## src/rtl/cart_bank_pkg.sv

```systemverilog
package cart_bank_pkg;

    localparam int ROM_OFS_BITS = 14;
    localparam int RAM_OFS_BITS = 13;

    typedef struct packed {
        logic       ram_en;
        logic [4:0] lo;
        logic [1:0] hi;
        logic       mode;
    } bank_ctl_t;

    localparam bank_ctl_t CTL_RESET = '{ram_en: 1'b0, lo: 5'd1, hi: 2'd0, mode: 1'b0};

    typedef enum logic [1:0] {
        REG_ENABLE = 2'd0,
        REG_LOW    = 2'd1,
        REG_HIGH   = 2'd2,
        REG_MODE   = 2'd3
    } reg_sel_e;

    typedef enum logic [1:0] {
        WIN_ROM_LO,
        WIN_ROM_HI,
        WIN_RAM,
        WIN_NONE
    } win_e;

    function automatic win_e decode_win(input logic [15:0] a);
        if (!a[15])                 return a[14] ? WIN_ROM_HI : WIN_ROM_LO;
        else if (a[15:13] == 3'b101) return WIN_RAM;
        else                        return WIN_NONE;
    endfunction

    function automatic logic [4:0] promote_low(input logic [4:0] v);
        return (v == 5'd0) ? 5'd1 : v;
    endfunction

endpackage

```

## src/rtl/cbc_ctrl_regs.sv

```systemverilog
module cbc_ctrl_regs
    import cart_bank_pkg::*;
(
    input  logic      clk,
    input  logic      rst,
    input  logic      wr_stb,
    input  reg_sel_e  sel,
    input  logic [7:0] wdata,
    output bank_ctl_t ctl
);
    always_ff @(posedge clk) begin
        if (rst) begin
            ctl <= CTL_RESET;
        end else if (wr_stb) begin
            unique case (sel)
                REG_ENABLE: ctl.ram_en <= (wdata[3:0] == 4'hA);
                REG_LOW:    ctl.lo     <= promote_low(wdata[4:0]);
                REG_HIGH:   ctl.hi     <= wdata[1:0];
                REG_MODE:   ctl.mode   <= wdata[0];
                default:    ;
            endcase
        end
    end
endmodule

```

## src/rtl/cbc_addr_map.sv

```systemverilog
module cbc_addr_map
    import cart_bank_pkg::*;
#(
    parameter int ROM_BANKS = 128,
    parameter int RAM_BANKS = 4,
    parameter int ROM_BW    = 7,
    parameter int RAM_BW    = 2
) (
    input  bank_ctl_t                          ctl,
    input  logic [15:0]                        addr,
    output logic [ROM_BW+ROM_OFS_BITS-1:0]     rom_addr,
    output logic [RAM_BW+RAM_OFS_BITS-1:0]     ram_addr
);
    localparam logic [6:0] ROM_MASK = 7'(ROM_BANKS - 1);
    localparam logic [1:0] RAM_MASK = 2'(RAM_BANKS - 1);

    logic [6:0] rom_bank_raw;
    logic [6:0] rom_bank;
    logic [1:0] ram_bank;

    always_comb begin
        if (addr[14])      rom_bank_raw = {ctl.hi, ctl.lo};
        else if (ctl.mode) rom_bank_raw = {ctl.hi, 5'd0};
        else               rom_bank_raw = 7'd0;
        rom_bank = rom_bank_raw & ROM_MASK;
        ram_bank = (ctl.mode ? ctl.hi : 2'd0) & RAM_MASK;
    end

    assign rom_addr = {rom_bank[ROM_BW-1:0], addr[ROM_OFS_BITS-1:0]};

    generate
        if (RAM_BW > 0) begin : g_ram_banked
            assign ram_addr = {ram_bank[RAM_BW-1:0], addr[RAM_OFS_BITS-1:0]};
        end else begin : g_ram_flat
            logic unused_bank;
            assign unused_bank = ^ram_bank;
            assign ram_addr    = addr[RAM_OFS_BITS-1:0];
        end
    endgenerate
endmodule

```

## src/rtl/cbc_select.sv

```systemverilog
module cbc_select
    import cart_bank_pkg::*;
(
    input  win_e win,
    input  logic rd,
    input  logic wr,
    input  logic ram_en,
    output logic rom_cs,
    output logic ram_cs,
    output logic ram_we,
    output logic rd_fill
);
    logic in_rom, in_ram;
    always_comb begin
        in_rom  = (win == WIN_ROM_LO) || (win == WIN_ROM_HI);
        in_ram  = (win == WIN_RAM);
        rom_cs  = rd && in_rom;
        ram_cs  = (rd || wr) && in_ram && ram_en;
        ram_we  = wr && in_ram && ram_en;
        rd_fill = rd && in_ram && !ram_en;
    end
endmodule

```

## src/rtl/cart_bank_ctrl.sv

```systemverilog
module cart_bank_ctrl
    import cart_bank_pkg::*;
#(
    parameter int ROM_BANKS = 128,
    parameter int RAM_BANKS = 4,
    localparam int ROM_BW = $clog2(ROM_BANKS),
    localparam int RAM_BW = (RAM_BANKS > 1) ? $clog2(RAM_BANKS) : 0,
    localparam int ROM_AW = ROM_BW + ROM_OFS_BITS,
    localparam int RAM_AW = RAM_BW + RAM_OFS_BITS
) (
    input  logic              clk,
    input  logic              rst,
    input  logic [15:0]       cpu_addr,
    input  logic [7:0]        cpu_wdata,
    input  logic              cpu_rd,
    input  logic              cpu_wr,
    output logic [ROM_AW-1:0] rom_addr,
    output logic              rom_cs,
    output logic [RAM_AW-1:0] ram_addr,
    output logic              ram_cs,
    output logic              ram_we,
    output logic              rd_fill
);
    bank_ctl_t ctl;
    win_e      win;
    logic      reg_wr;

    assign win    = decode_win(cpu_addr);
    assign reg_wr = cpu_wr && !cpu_addr[15];

    cbc_ctrl_regs u_regs (
        .clk    (clk),
        .rst    (rst),
        .wr_stb (reg_wr),
        .sel    (reg_sel_e'(cpu_addr[14:13])),
        .wdata  (cpu_wdata),
        .ctl    (ctl)
    );

    cbc_addr_map #(
        .ROM_BANKS (ROM_BANKS),
        .RAM_BANKS (RAM_BANKS),
        .ROM_BW    (ROM_BW),
        .RAM_BW    (RAM_BW)
    ) u_map (
        .ctl      (ctl),
        .addr     (cpu_addr),
        .rom_addr (rom_addr),
        .ram_addr (ram_addr)
    );

    cbc_select u_sel (
        .win     (win),
        .rd      (cpu_rd),
        .wr      (cpu_wr),
        .ram_en  (ctl.ram_en),
        .rom_cs  (rom_cs),
        .ram_cs  (ram_cs),
        .ram_we  (ram_we),
        .rd_fill (rd_fill)
    );
endmodule

```

## config.mk

```make
export PLATFORM = sky130hd
export DESIGN_NAME = cart_bank_ctrl
export DESIGN_NICKNAME = d
export VERILOG_FILES = /design/src/rtl/cart_bank_pkg.sv /design/src/rtl/cbc_ctrl_regs.sv /design/src/rtl/cbc_addr_map.sv /design/src/rtl/cbc_select.sv /design/src/rtl/cart_bank_ctrl.sv
export SDC_FILE = /design/constraint.sdc
export NUM_CORES = 1
export LEC_CHECK = 0
export ABC_CLOCK_PERIOD_IN_PS = 1000
export BUFFER_PORTS_ARGS = -buffer_cell sky130_fd_sc_hd__clkbuf_2
export CAP_MARGIN = 15
export CORE_MARGIN = 3
export CORE_UTILIZATION = 32
export DETAILED_ROUTE_END_ITERATION = 10
export PLACE_DENSITY = 0.74
export SLEW_MARGIN = 10
export SYNTH_ARGS = -nofsm -noshare
export SYNTH_HDL_FRONTEND = slang
export SYNTH_SLANG_ARGS = --single-unit
```

## constraint.sdc

```tcl
create_clock -name clk -period 1 [get_ports clk]
set_clock_uncertainty 0.1 [all_clocks]
set_input_delay 0.2 -clock clk [delete_from_list [all_inputs] [get_ports clk]]
set_output_delay 0.2 -clock clk [all_outputs]
set_load 0.02 [all_outputs]
```

---- Word level (Yosys, flattened, before mapping) ----
Cells that the tools add are included.
word-level totals
  memory bits (read-only) ................. 0
  logic and storage cells ................. 37
  input bits .............................. 28
  memory bits (writable) .................. 0
  memories ................................ 0
  register bits after elaboration ......... 9
  bits in latches ......................... 0
  output and inout port bits .............. 40
cells by class
  mux-type cells .......................... 7
  $mul .................................... 0
  div/mod/pow operators ................... 0
  shift operators ......................... 0
  bitwise gates (word level) .............. 0
  $lt $le $gt $ge ......................... 0
  eq/ne operators ......................... 7
  add/sub/neg operators ................... 0
  reductions and logical operators ........ 19
operators with widths
  operator                                        count
  2-to-1 mux 7 bit                                2
  logical AND 1 bit                               8
  AND reduction 2 bit                             4
  == test 2 bit (second input constant)           3
  zero test 5 bit                                 1
  2-to-1 mux 5 bit                                1
  == test 2 x 1 -> 1 bit (second input constant)  2
  == test 4 bit (second input constant)           1
  zero test 2 bit                                 2
  2-to-1 mux 2 bit                                2
  == test 3 bit (second input constant)           1
  zero test 1 bit                                 2
  logical OR 1 bit                                2
  2-to-1 mux 1 bit                                2

---- Longest topological paths before layout ----
  word-level depth ........................ 6
  depth in mapped cells ................... 4
  gate-level depth less buffers ........... 3

---- Cells and area by module ----
From an unflattened synthesis, not the netlist that was laid out.
unflattened totals
  cells, all modules ...................... 79
  area, all modules ....................... 696.9 um2
by module, submodules not included
  module          cells each  times used  area an instance (um2)  sequential area each (um2)
  cbc_ctrl_regs   35          1           372.9                   180.2
  cbc_addr_map    36          1           261.5                   0.0
  cbc_select      5           1           45.0                    0.0
  cart_bank_ctrl  3           1           17.5                    0.0

---- Worst setup path before layout ----
OpenSTA, ideal clock, no wires.
  kind .................................... input-to-output
  start point ............................. input port cpu_addr[14]
  end point ............................... output port rd_fill
  cell stages on the path ................. 3
  arrival ................................. 0.801 ns
  setup slack ............................. -0.101 ns
  data required time ...................... 0.700 ns
  buffers on the path ..................... 1
  cells stage by stage .................... buf_6 -> and3b_1 -> and3b_1
between the ends
  longest elaborated chain between the ends .. 6
  elaborated cells between the ends (all ways) .. 7
  those cells by class .................... eq/ne (2); mux (3); reduce/logical (2)
RTL lines
  item                               line                  source
  from (decl)                        cart_bank_ctrl.sv:13  input logic [15:0] cpu_addr,
  == test 3 bit                      cart_bank_pkg.sv:31   else if (a[15:13] == 3'b101) return WIN_RAM;
  2-to-1 mux 1 bit                   cart_bank_pkg.sv:31
  2-to-1 mux 2 bit *                 cart_bank_pkg.sv:30   if (!a[15]) return a[14] ? WIN_ROM_HI : WIN_ROM_LO;
  == test 2 bit *                    cbc_select.sv:16      in_ram = (win == WIN_RAM);
  logical AND 1 bit * (2 in series)  cbc_select.sv:20      rd_fill = rd && in_ram && !ram_en;
  to (decl)                          cart_bank_ctrl.sv:22  output logic rd_fill
Mark *: on every way between the ends. The rest lies on a longest branch, timed or not.

---- Worst setup path in the final report ----
  start point ............................. register, netlist name u_regs.ctl[8]
  end point ............................... output port rd_fill
between the ends
  longest elaborated chain between the ends .. 2
RTL lines
  item               line
  zero test 1 bit    cbc_select.sv:20
  logical AND 1 bit  cbc_select.sv:20
Every way passes these cells.

==> metrics.txt <==
layout cell share with drive strength beyond 1=roughly 70%; CP Launch Type=flop; Die Wd=53.5 um; post-route cell area=approximately 940 um^2; Die Y=53.5 um; outcome=finished with violations; P&R area growth vs syn=29.6%; CTS tree=yes; ANT cells=0; DP Wirelength=~1000 um; Hold Path Stages=2; Worst Tran Pin Value=287 ps; RSZ-0062 raised after global routing=true; fin cells=115; DR WL/cell=between 10 and 15 um; initial antenna violation count=0; Clock transition at path regs=about 60 ps; max-capacitance violation count=0; CTS Buf Count=3; Congestion Overflow GR=0; Syn Area/Cell=9.26 um^2; I/O Buffers=25; Max clock buf depth=2; Tcrit/Tclk final=124%; Synth Warn #=0; Clock Tree Root=clkbuf_4; Initial Util=35.4%; PwrDens=865 mW/mm^2; Vias=515; FF-to-FF path depth=4; Via density=4.48; Final Power=0.809 mW; minimum clock period=1240 ps; clock sinks=9; failing checks=negative setup slack; most frequent cells in the layout=clkbuf_2, buf_4, nor2_1, buf_8; register area share after synthesis=25.0%; global-route usage over all layers=11.0%; Setup violations, final=15; placed cell count=106; vias in the first global route=511; slowest library cell on the worst path=dfxtp_2; Worst Hold Slack=79.7 ps; Final #Nets=117; highest clock rate=~0.80 GHz; biggest regs=u_regs.ctl: 9 flops; slowest stage delay, CP=between 300 and 400 ps; final worst slack=-244 ps; die area=0.00286 mm^2; final wirelength=~1500 um; mapped cell area=roughly 720 um^2; leakage=approximately 0.42 nW; number of I/O pins=68; Slew Viols, Final=0; crit path kind=flop to output pin; most flop-heavy register=u_regs.ctl; syn nets=approximately 110; Final Hold Vio Count=0; Max transition margin=80.6%; hold crit path type=input pin to flop; Mapped Cells=78; # DRC=0; H-tree Lvls=1; first-pass GRT wire length=2240 um; Core Region=between 0.002 and 0.0025 mm^2; Critical Path RT=700 ps; clk_lat worst skew=250 ps; max FFs per register=9; Worst Path Max Fanout=4; DR iter-0 viols=10; CTS Hold Buffers Added=0; site row count=16; Area after DPL=699 um^2; Pre-Repair DR Iteration Count=4; Worst EP arrival=940 ps; ANT nets after route=0; FF+latch count, synth=9; Worst setup EP type=output pin; CP cell instances=and3b_2 > buf_8; VDD IR max=just under 600 uV; Placer Congestion=about 0.75; pin count of the biggest net entering global routing=8; post-synthesis cell type count=20
[power breakdown]
| group | switching (mW) | internal (mW) |
|---|---|---|
| registers | 0.00474 | 0.365 |
| logic | 0.0749 | 0.0918 |
| clock network | 0.120 | 0.153 |
| total | 0.199 | 0.610 |
[logic make-up after synthesis]
family / synth area share (%)
compound gates: 3.47
buf+inv: 31.7
flops: 25.0
mux: 11.1
simple gates: 28.8
[per-stage QoR]
step	utilization [%]	TNS (ps)	worst slack (ps)
after floorplan	-	-359	-69.1
after detailed placement	34.3	-2990	-239
final	45.8	-2150	-244
after global routing	45.8	-2780	-277
after CTS	43.6	-2360	-262
after global placement	34.3	-2710	-205
[worst max-delay path, delay by kind of cell (launching register included)]
family / cells / cell delay [ps]
buffers and inverters: 1 / 130
AND/OR/NAND/NOR: 1 / 220
flip-flops: 1 / 340
[area by class of cell]
class / count / area (um^2)
timing repair buffer: 36 / 345
multi-input combinational: 39 / 337
fill: 209 / 1110
sequential: 9 / 194
tap: 27 / 33.8
clock buffer: 4 / 26.3
[routing by layer]
metal / up-vias / part of all wire (%) / GRT usage [%]
met5: - / 0 / 0
met4: 0 / 0.75 / 7.66
met3: 4 / 10 / 3.66
met2: 28 / 47 / 15.1
met1: 228 / 42 / 14.1
li1: 255 / - / -
[Yosys cell counts (all sizes together)]
master | number | area share [%]
buf | 30 | 32
dfxtp | 9 | 25
nor2 | 9 | 4.7
mux2i | 8 | 11
and2 | 7 | 6.9
and3b | 2 | 2.4
and4bb | 2 | 3.5
nor4b | 2 | 5.4
o21a | 2 | 2.1
and3 | 1 | 0.87
nand4b | 1 | 1.2
nor2b | 1 | 0.87
nor3 | 1 | 0.69
nor4 | 1 | 0.87
nor4bb | 1 | 1.4
o211a | 1 | 1.4
[final timing paths]
check        slack [ps]             to          start
min reg2reg         380  u_regs.ctl[5]  u_regs.ctl[5]
max                -240        rd_fill  u_regs.ctl[8]
min                  80  u_regs.ctl[5]            rst
max reg2reg          30  u_regs.ctl[7]  u_regs.ctl[7]
[repair_timing]
action | 4_1_cts | 5_1_grt
endpoints found under the setup margin | 13 | 19
setup buffers | 3 | 2
pin swaps | 5 | 2
resized for setup | 41 | 16
No activity file was read; power rests on OpenSTA's default activity.
